<file path="config.mk">
export PLATFORM = sky130hd
export DESIGN_NAME = sram_ctrl
export DESIGN_NICKNAME = d
export VERILOG_FILES = /design/src/rtl/sram_ctrl.sv
export SDC_FILE = /design/constraint.sdc
export NUM_CORES = 1
export LEC_CHECK = 0
export BUFFER_PORTS_ARGS = -buffer_cell sky130_fd_sc_hd__buf_2
export CORE_ASPECT_RATIO = 1.75
export CORE_MARGIN = 2
export CORE_UTILIZATION = 30
export DETAILED_ROUTE_END_ITERATION = 12
export SYNTH_ARGS = -nofsm -noshare
export SYNTH_HDL_FRONTEND = slang
export SYNTH_SLANG_ARGS = --single-unit
</file>
<file path="constraint.sdc">
create_clock -name clk -period 1.7 [get_ports clk]
set_input_delay 0.255 -clock clk [delete_from_list [all_inputs] [get_ports clk]]
set_output_delay 0.255 -clock clk [all_outputs]
set_load 0.01 [all_outputs]
</file>
<file path="src/rtl/sram_ctrl.sv">
module sram_ctrl #(
  parameter int CLK_NS = 10,
  parameter int T_RC   = 70,
  parameter int T_AA   = 70,
  parameter int T_WC   = 70,
  parameter int T_PWE  = 50,
  parameter int T_AW   = 60,
  parameter int T_SD   = 30,
  parameter int T_HZ   = 25,
  parameter int AW     = 17,
  parameter int DW     = 16
) (
  input  logic          clk,
  input  logic          rst_n,
  input  logic          req_valid,
  output logic          req_ready,
  input  logic          req_we,
  input  logic [AW-1:0] req_addr,
  input  logic [DW-1:0] req_wdata,
  input  logic [1:0]    req_bmask,
  output logic          rsp_valid,
  output logic [DW-1:0] rsp_rdata,
  output logic [AW-1:0] mem_addr,
  output logic          mem_ce_n,
  output logic          mem_we_n,
  output logic          mem_oe_n,
  output logic          mem_lb_n,
  output logic          mem_ub_n,
  output logic [DW-1:0] mem_dq_o,
  output logic          mem_dq_oe,
  input  logic [DW-1:0] mem_dq_in
);
  localparam int LW      = DW / 2;
  localparam int RD_NS   = (T_RC > T_AA) ? T_RC : T_AA;
  localparam int WA_NS   = (T_WC > T_PWE) ? T_WC : T_PWE;
  localparam int WB_NS   = (T_AW > T_SD) ? T_AW : T_SD;
  localparam int WR_NS   = (WA_NS > WB_NS) ? WA_NS : WB_NS;
  localparam int RD_CYC  = (RD_NS + CLK_NS - 1) / CLK_NS;
  localparam int WR_CYC  = (WR_NS + CLK_NS - 1) / CLK_NS;
  localparam int TA_CYC  = (T_HZ + CLK_NS - 1) / CLK_NS;
  localparam int MX_A    = (RD_CYC > WR_CYC) ? RD_CYC : WR_CYC;
  localparam int CNT_MAX = (MX_A > TA_CYC) ? MX_A : TA_CYC;
  localparam int CW      = $clog2(CNT_MAX + 1);

  typedef enum logic [1:0] {S_IDLE, S_READ, S_WRITE, S_TURN} st_t;

  st_t           st;
  logic [CW-1:0] cnt;
  logic [AW-1:0] a_q;
  logic [DW-1:0] d_q;
  logic [1:0]    bm_q;
  logic [DW-1:0] lane_mask;

  assign lane_mask = {{LW{bm_q[1]}}, {LW{bm_q[0]}}};
  assign req_ready = (st == S_IDLE);
  assign mem_ce_n  = !(st == S_READ || st == S_WRITE);
  assign mem_oe_n  = (st != S_READ);
  assign mem_we_n  = (st != S_WRITE);
  assign mem_lb_n  = mem_ce_n | ~bm_q[0];
  assign mem_ub_n  = mem_ce_n | ~bm_q[1];
  assign mem_addr  = a_q;
  assign mem_dq_o  = d_q;
  assign mem_dq_oe = (st == S_WRITE);

  always_ff @(posedge clk or negedge rst_n) begin
    if (!rst_n) begin
      st        <= S_IDLE;
      cnt       <= '0;
      a_q       <= '0;
      d_q       <= '0;
      bm_q      <= '0;
      rsp_valid <= 1'b0;
      rsp_rdata <= '0;
    end else begin
      rsp_valid <= 1'b0;
      case (st)
        S_IDLE: if (req_valid) begin
          a_q  <= req_addr;
          d_q  <= req_wdata;
          bm_q <= req_bmask;
          if (req_bmask == 2'b00) begin
            if (!req_we) begin
              rsp_valid <= 1'b1;
              rsp_rdata <= '0;
            end
          end else if (req_we) begin
            st  <= S_WRITE;
            cnt <= CW'(WR_CYC - 1);
          end else begin
            st  <= S_READ;
            cnt <= CW'(RD_CYC - 1);
          end
        end
        S_READ: if (cnt == '0) begin
          rsp_valid <= 1'b1;
          rsp_rdata <= mem_dq_in & lane_mask;
          st        <= (TA_CYC > 0) ? S_TURN : S_IDLE;
          cnt       <= CW'((TA_CYC > 0) ? TA_CYC - 1 : 0);
        end else cnt <= cnt - 1'b1;
        S_WRITE, S_TURN: if (cnt == '0) st <= S_IDLE;
                         else cnt <= cnt - 1'b1;
        default: st <= S_IDLE;
      endcase
    end
  end
endmodule

</file>
Word-level counts from Yosys, hierarchy flattened. Index checks and enable logic that the tools add are counted.

Register bits: 57. Bits of input ports: 55. Output and inout port bits: 57. Logic and storage cells: 57.

Add/subtract/negate cells: 1. Equality and inequality tests: 12. Mux-type cells: 21. Bitwise operators: 5. Reductions and logical operators: 11.

Operator list (count): 16-bit 2-to-1 mux (4); 16-bit case mux with 2 select lines (1); 16-bit AND (1); 3-bit 2-to-1 mux (4); 2-bit != test (second input constant) (6); 2-bit 2-to-1 mux (5); 3-bit case mux with 3 select lines (1); 2-bit by 1-bit != test with 1-bit output (second input constant) (3); 2-bit case mux with 3 select lines (1); 5-bit AND reduction (1); 2-bit == test (second input constant) (2); 2-bit zero test (2); 1-bit 2-to-1 mux (4); 4-bit AND reduction (1); 3-bit zero test (1); 3-bit AND reduction (1); 3-bit by 1-bit subtractor with 3-bit output (second input constant) (1); 2-bit by 1-bit == test with 1-bit output (second input constant) (1); 1-bit NOT (2); 1-bit OR (2); 1-bit case mux with 2 select lines (1); 2-bit AND reduction (1); 2-bit nonzero test (1); 2-bit OR reduction (1); 2 further kinds (2).

Logic depth before layout (Yosys ltp). Gate-level depths: netlist (run 1).

Depth after elaboration: 4. Gate-level depth with buffers: 8.

Least setup slack after synthesis (run 1). OpenSTA, ideal clock, no wires.

Kind: register to register. Start point: register st[1]. End point: register st[0]. Setup time: 0.079 ns. Arrival: 1.601 ns. Required time: 1.621 ns. Path slack: 0.019 ns. Stages on the path, launching flop included: 7. Buffers on the path: 1. Period minus slack after synthesis: 1.681 ns. Path through: dfrtp_1 -> inv_1 -> ha_1 -> clkbuf_1 -> or3_1 -> a21oi_1 -> mux2i_1.

Word-level cells in the longest chain between the ends: 4.

Ends and longest elaborated chain: from (decl) (line 47) `st_t st;`; from (signal assigned) (line 97) `st <= (TA_CYC > 0) ? S_TURN : S_IDLE;`; 2-bit == test (line 76) `case (st)`; 2-bit OR reduction (line 76); 2-bit != test (no source line); 4-bit AND reduction (no source line).

Parallel ways exist; a longest one is shown, timed or not. A chain may end at the register's enable or synchronous reset.

Worst setup path after layout (run 1).
Start point: register st[0]. End point: register cnt[1].

Word-level cells in the longest chain between the ends: 4.

Ends and longest elaborated chain: 2-bit == test (line 76); 2-bit OR reduction (line 76); 2-bit != test (no source line); 3-bit AND reduction (no source line); to (signal assigned) (line 88) `cnt <= CW'(WR_CYC - 1);`; to (signal assigned) (line 91) `cnt <= CW'(RD_CYC - 1);`; to (signal assigned) (line 98) `cnt <= CW'((TA_CYC > 0) ? TA_CYC - 1 : 0);`; to (decl) (line 48) `logic [CW-1:0] cnt;`.

Parallel ways exist; a longest one is shown, timed or not.

==> results of run 1 <==
==> layout make-up <==
cell class / count / share of cell area
Inverter: 8 / 0.00844
Tap cell: 92 / 0.0323
Clock inverter: 2 / 0.0169
Sequential cell: 57 / 0.401
Timing Repair Buffer: 121 / 0.185
Multi-Input combinational cell: 124 / 0.282
Clock buffer: 14 / 0.0742
==> power breakdown <==
part / leakage, nW / switching (mW) / total (mW) / internal, mW
sequential: 0.705 / 0.311 / 2.35 / 2.04
clock: 0.157 / 0.568 / 1.93 / 1.36
combinational: 0.907 / 1.69 / 3.28 / 1.58
==> metal layers <==
layer | share of wire | wire [um] | GRT usage
met2 | 0.54 | 3000 | 0.224
met4 | 0.027 | 152 | 0.0664
met5 | 0 | 0 | 0
met3 | 0.061 | 338 | 0.0574
met1 | 0.37 | 2050 | 0.137
==> cell families (layout without fill, tap and decap cells) <==
group | Yosys count | in the layout | share of synthesized area
flip-flops | 57 | 57 | 0.571
AND/OR/NAND/NOR | 52 | 52 | 0.0917
AO/OA/AOI/OAI | 25 | 25 | 0.0822
buffers and inverters | 18 | 145 | 0.0411
adder cells (fa/ha/maj) | 7 | 7 | 0.0351
multiplexers | 40 | 40 | 0.179
==> state kept, by name, indices dropped and copies added (netlist names) <==
name and cells:
bm_q 2, mem_dq_o 16, rsp_rdata 16, st 2, rsp_valid 1, cnt 3
mem_addr 17
==> cells in the final DEF (no fill, tap or decap), drive strengths merged, types with 5 or more instances in the layout <==
| master | netlist | layout |
|---|---|---|
| dfrtp | 57 | 57 |
| nand2 | 36 | 36 |
| clkbuf | 2 | 14 |
| mux2 | 37 | 37 |
| inv | 8 | 8 |
| buf | 8 | 120 |
| nor2 | 5 | 5 |
| ha | 7 | 7 |
| o21ai | 18 | 18 |
==> synth_stat cells, drive strengths merged <==
cell type  count  area share
nor3           1      0.0020
or4b           1      0.0055
nand2         36       0.054
or3            1      0.0025
o41ai          1      0.0035
nand3b         1      0.0030
a21oi          2      0.0040
nor2           5      0.0075
nand2b         3      0.0075
a22o           1      0.0070
ha             7       0.035
dfrtp         57        0.57
clkbuf         2      0.0030
o21ai         18       0.057
and2           3      0.0075
o22a           1      0.0035
buf            8       0.026
nand3          1      0.0020
mux2i          3       0.012
mux2          37        0.17
inv            8       0.012
a2111oi        1      0.0035
a311oi         1      0.0035
==> final timing paths <==
| kind | cells after the start | slack (ns) | from | endpoint |
|---|---|---|---|---|
| setup / recovery | 6 | 0.07 | st[0] | cnt[1] |
| hold / removal | 2 | 0.16 | req_wdata[5] | mem_dq_o[5] |
| setup reg to reg | 6 | 0.07 | st[0] | cnt[1] |
| hold reg to reg | 2 | 0.47 | rsp_rdata[6] | rsp_rdata[6] |
| max in group asynchronous | 3 | 0.95 | rst_n | st[0] |
| min in group asynchronous | 3 | 0.46 | rst_n | mem_dq_o[6] |
==> through the flow <==
stage / setup slack [ns] / hold slack [ns]
3_5_place_dp: -0.0624 / 0.290
4_1_cts: 0.00347 / 0.145
6_report: 0.0727 / 0.162
3_3_place_gp: -0.0326 / 0.286
5_1_grt: -0.0118 / 0.144
2_1_floorplan: 0.0195 / -0.0406
==> what timing repair did <==
item | 4_1_cts | 5_1_grt
hold buffers | 1 | 0
hold endpoints to repair | 57 | 0
gates resized for setup | 4 | 7
pin swaps | 1 | 0
setup buffers | 0 | 1
endpoints found under the setup margin | 4 | 61
==> results_dict.tcl, run 1 <==
set metrics [dict create \
    place_hpwl_um 4200 \
    crit_path_max_fanout 7 \
    seqCellArea_mm2 0.00143 \
    max_freq_mhz 615 \
    slowest_delay_ns 0.39 \
    startpoint_type "flip-flop" \
    cp.arrival_ns 1.83 \
    rows 44 \
    synth.net_count 261 \
    synth-seq-cells 57 \
    htree_levels 3 \
    cts_buffers 9 \
    netlist_area_mm2 0.00250 \
    synth_cell_type_count 28 \
    hp-class "primary input to flip-flop" \
    place_inst 400 \
    vdd_drop_max_mv 0.682 \
    grt_pass1_vias 1876 \
    grt_max_degree 58 \
    path_clk_slew_ns 0.05 \
    core_area_mm2 0.00820 \
    fill_cells 789 \
    maxSlewHeadroom 0.746 \
    stdcell_area_mm2 0.00356 \
    final_util 0.434 \
    period_needed_ns 1.63 \
    clock_skew_ns 0.00536 \
    criticalPathCategory "flip-flop to flip-flop" \
    ys_seq_area_frac 0.571 \
    power_mw 7.56 \
    tritoncts "yes" \
    drv_cap 0 \
    setup_viol 0 \
    crit_required_ns 1.90 \
    dieArea_mm2 0.00910 \
    die_height_um 125 \
    area_delta_synth_final_pct 42.5 \
    ant_nets 0 \
    die_x_um 73.0 \
    insertion_delay_ns 0.32 \
    antenna_cells 0 \
    grt_pass1_wl_um 9030 \
    cp-end-kind "flip-flop" \
    drive_gt1_frac 0.598 \
    final_cells 418 \
    setup_tns_ns 0 \
    firstDrtPassIters 4 \
    cp_num_buf_inv 1 \
    power.density_mw_per_mm2 2120 \
    status "completed" \
    initial_core_util 0.304 \
    crit_chain "buf_4 -> ha_4 -> or3_4 -> nand2b_1 -> nand3_1 -> mux2_2" \
    avgViaCountPerCell 4.43 \
    cpLargestDelayFamily "simple AND/OR/NAND/NOR gates" \
    yosys_warnings 0 \
    placed_area_mm2 0.00318 \
    post_drt_wl_per_cell_um 13.3 \
    slew_viol_final 0 \
    drt_iter0_markers 64 \
    grt_overflow 0 \
    fin_nets 383 \
    drc 0 \
    hold_viol_final 0 \
    min_period_over_period 0.957 \
    io_pins 112 \
    grt_antenna_before_repair 0 \
    track_usage 0.133 \
    worstMarginPinSlew_ns 0.381 \
    routabilityCongestion 0.847 \
    clock_sinks 57 \
    avgSynthCellArea_um2 12.5 \
    clockBufferDepth 2 \
    slowest_stage "dfrtp_2" \
    multi_input_area_mm2 0.00100 \
    port_buffers 111 \
    num_vias 1850 \
    synthCells 199 \
    p_leak_nw 1.77 \
    cts_root_buf "clkbuf_16" \
    wirelength_um 5540 \
    rsz0062_at_grt "true" \
]
(Power assumes the default switching activity.)
==> run 2, diff against run 1 <==
--- a/config.mk
+++ b/config.mk
@@ -8,8 +8,10 @@
 export BUFFER_PORTS_ARGS = -buffer_cell sky130_fd_sc_hd__buf_2
 export CORE_ASPECT_RATIO = 1.75
 export CORE_MARGIN = 2
-export CORE_UTILIZATION = 30
+export CORE_UTILIZATION = 42
 export DETAILED_ROUTE_END_ITERATION = 12
+export PLACE_DENSITY = 0.75
+export SETUP_SLACK_MARGIN = 0.3
 export SYNTH_ARGS = -nofsm -noshare
 export SYNTH_HDL_FRONTEND = slang
 export SYNTH_SLANG_ARGS = --single-unit
==> results_dict.tcl, run 2 (synthesis results as in run 1) <==
set metrics [dict create \
    status "completed" \
    rrSetupSlack_ns 0.1 \
    drv_cap 0 \
    crit_path_max_fanout 6 \
    reg2reg_depth 6 \
    worstMarginPinSlew_ns 0.518 \
    worst_hold_slack_ns 0.145 \
    grt_pass1_vias 2225 \
    avgViaCountPerCell 4.96 \
    post_drt_wl_per_cell_um 15.8 \
    slew_viol_final 0 \
    grt_overflow 0 \
    final_cell_mix "buf_2 (108), dfrtp_1 (56), mux2_2 (35)" \
    power_mw 8.14 \
    port_buffers 111 \
    startpoint_type "flip-flop" \
    grt_antenna_before_repair 0 \
    die_height_um 106 \
    grt_pass1_wl_um 10500 \
    htree_levels 3 \
    vdd_drop_max_mv 1.00 \
    cp-endpoint "cnt[1]" \
    clock_sinks 57 \
    insertion_delay_ns 0.34 \
    hold_viol_final 0 \
    fin_nets 402 \
    cts_buffers 9 \
    rsz0062_at_grt "true" \
    clock_skew_ns 0.00922 \
    criticalPathCategory "flip-flop to flip-flop" \
    firstDrtPassIters 4 \
    setup_viol 0 \
    core_area_mm2 0.00583 \
    routabilityCongestion 0.827 \
    power.density_mw_per_mm2 2100 \
    area_delta_synth_final_pct 55.5 \
    clockBufferDepth 2 \
    crit_required_ns 1.92 \
    path_clk_slew_ns 0.07 \
    ant_nets 0 \
    grt_max_degree 38 \
    io_pins 112 \
    initial_core_util 0.428 \
    num_vias 2099 \
    hp-class "primary input to flip-flop" \
    max_freq_mhz 624 \
    startpoint "st[0]" \
    largest_reg_flops 17 \
    place_hpwl_um 4240 \
    r2r-end "cnt[1]" \
    dieArea_mm2 0.00660 \
    drt_iter0_markers 71 \
    reg2reg_from "st[0]" \
    track_usage 0.210 \
    tritoncts "yes" \
    wirelength_um 6670 \
    final_common_cell "buf_2" \
    p_leak_nw 1.92 \
    drive_gt1_frac 0.713 \
    cp.arrival_ns 1.82 \
    min_period_over_period 0.943 \
    drc 0 \
    rows 37 \
    antenna_cells 0 \
    cp-end-kind "flip-flop" \
    period_needed_ns 1.60 \
    cts_root_buf "clkbuf_8" \
    maxSlewHeadroom 0.655 \
    die_x_um 62.3 \
]
[run 2: cell types whose count changed in the layout (fill, tap and decap cells not counted), moves of 4 or more]
cell	before	now
nand2_1	36	18
clkbuf_16	9	0
clkbuf_8	2	11
buf_6	0	6
buf_16	0	4
nand2_2	0	16
buf_4	7	13
[run 2: timing repair]
| action | CTS | global route |
|---|---|---|
| pin swaps | 16 | 23 |
| hold endpoints to repair | 20 | 0 |
| gates cloned | 7 | 0 |
| resized for setup | 39 | 20 |
| hold buffers | 1 | 0 |
| buffers inserted | 12 | 3 |
| setup endpoints to repair | 63 | 64 |
[run 2: per-layer routing]
metal,up-vias,GRT usage,share of wire
met4,0,0.151,0.041
met2,72,0.386,0.57
met3,20,0.0370,0.040
li1,968,-,-
met1,1039,0.209,0.35
met5,-,0,0
[run 2: critical path, cell delays in order, from the launching register on]
cell and delay [ns]:
dfrtp_1 0.42, buf_6 0.14, ha_4 0.17, or3_4 0.35, nand2b_1 0.08, nand3_1 0.07
mux2_4 0.26
[run 2: cell type report]
cell class                 instances  area (um2)
fill                             462        1950
clock buffer                      11         151
tap                               78        97.6
clock inverter                     5        53.8
multi-input combinational        127        1190
inverter                           8        32.5
sequential                        57        1430
timing repair buffer             137         926
[run 2: how the worst min path moves through the flow]
| stage | from | to | slack (ns) | depth (start not counted) |
|---|---|---|---|---|
| after floorplan | rst_n | bm_q[0] | -0.04 | 0 |
| after global placement | rst_n | st[0] | 0.24 | 1 |
| after detailed placement | rst_n | st[0] | 0.25 | 1 |
| after CTS | req_addr[2] | mem_addr[2] | 0.13 | 2 |
| after global routing | req_addr[10] | mem_addr[10] | 0.13 | 2 |
| final | req_addr[10] | mem_addr[10] | 0.14 | 2 |
[run 2: power breakdown]
group	switching (mW)	total [mW]	leakage [nW]	internal (mW)
Sequential	0.403	2.44	0.704	2.04
Combinational	2.09	4.41	1.11	2.33
Clock	0.530	1.28	0.109	0.750
[run 2: stage by stage]
stage | std cells | cell area [um2] | setup slack [ns] | setup TNS [ns] | utilization
2_1_floorplan | 199 | 2520 | 0.121 | 0 | -
5_1_grt | 423 | 3880 | 0.0456 | 0 | 0.666
6_report | 423 | 3880 | 0.0974 | 0 | 0.666
3_5_place_dp | 384 | 3180 | -0.0127 | -0.0127 | 0.545
3_3_place_gp | 384 | 3180 | 0.0156 | 0 | 0.545
4_1_cts | 420 | 3790 | 0.117 | 0 | 0.650
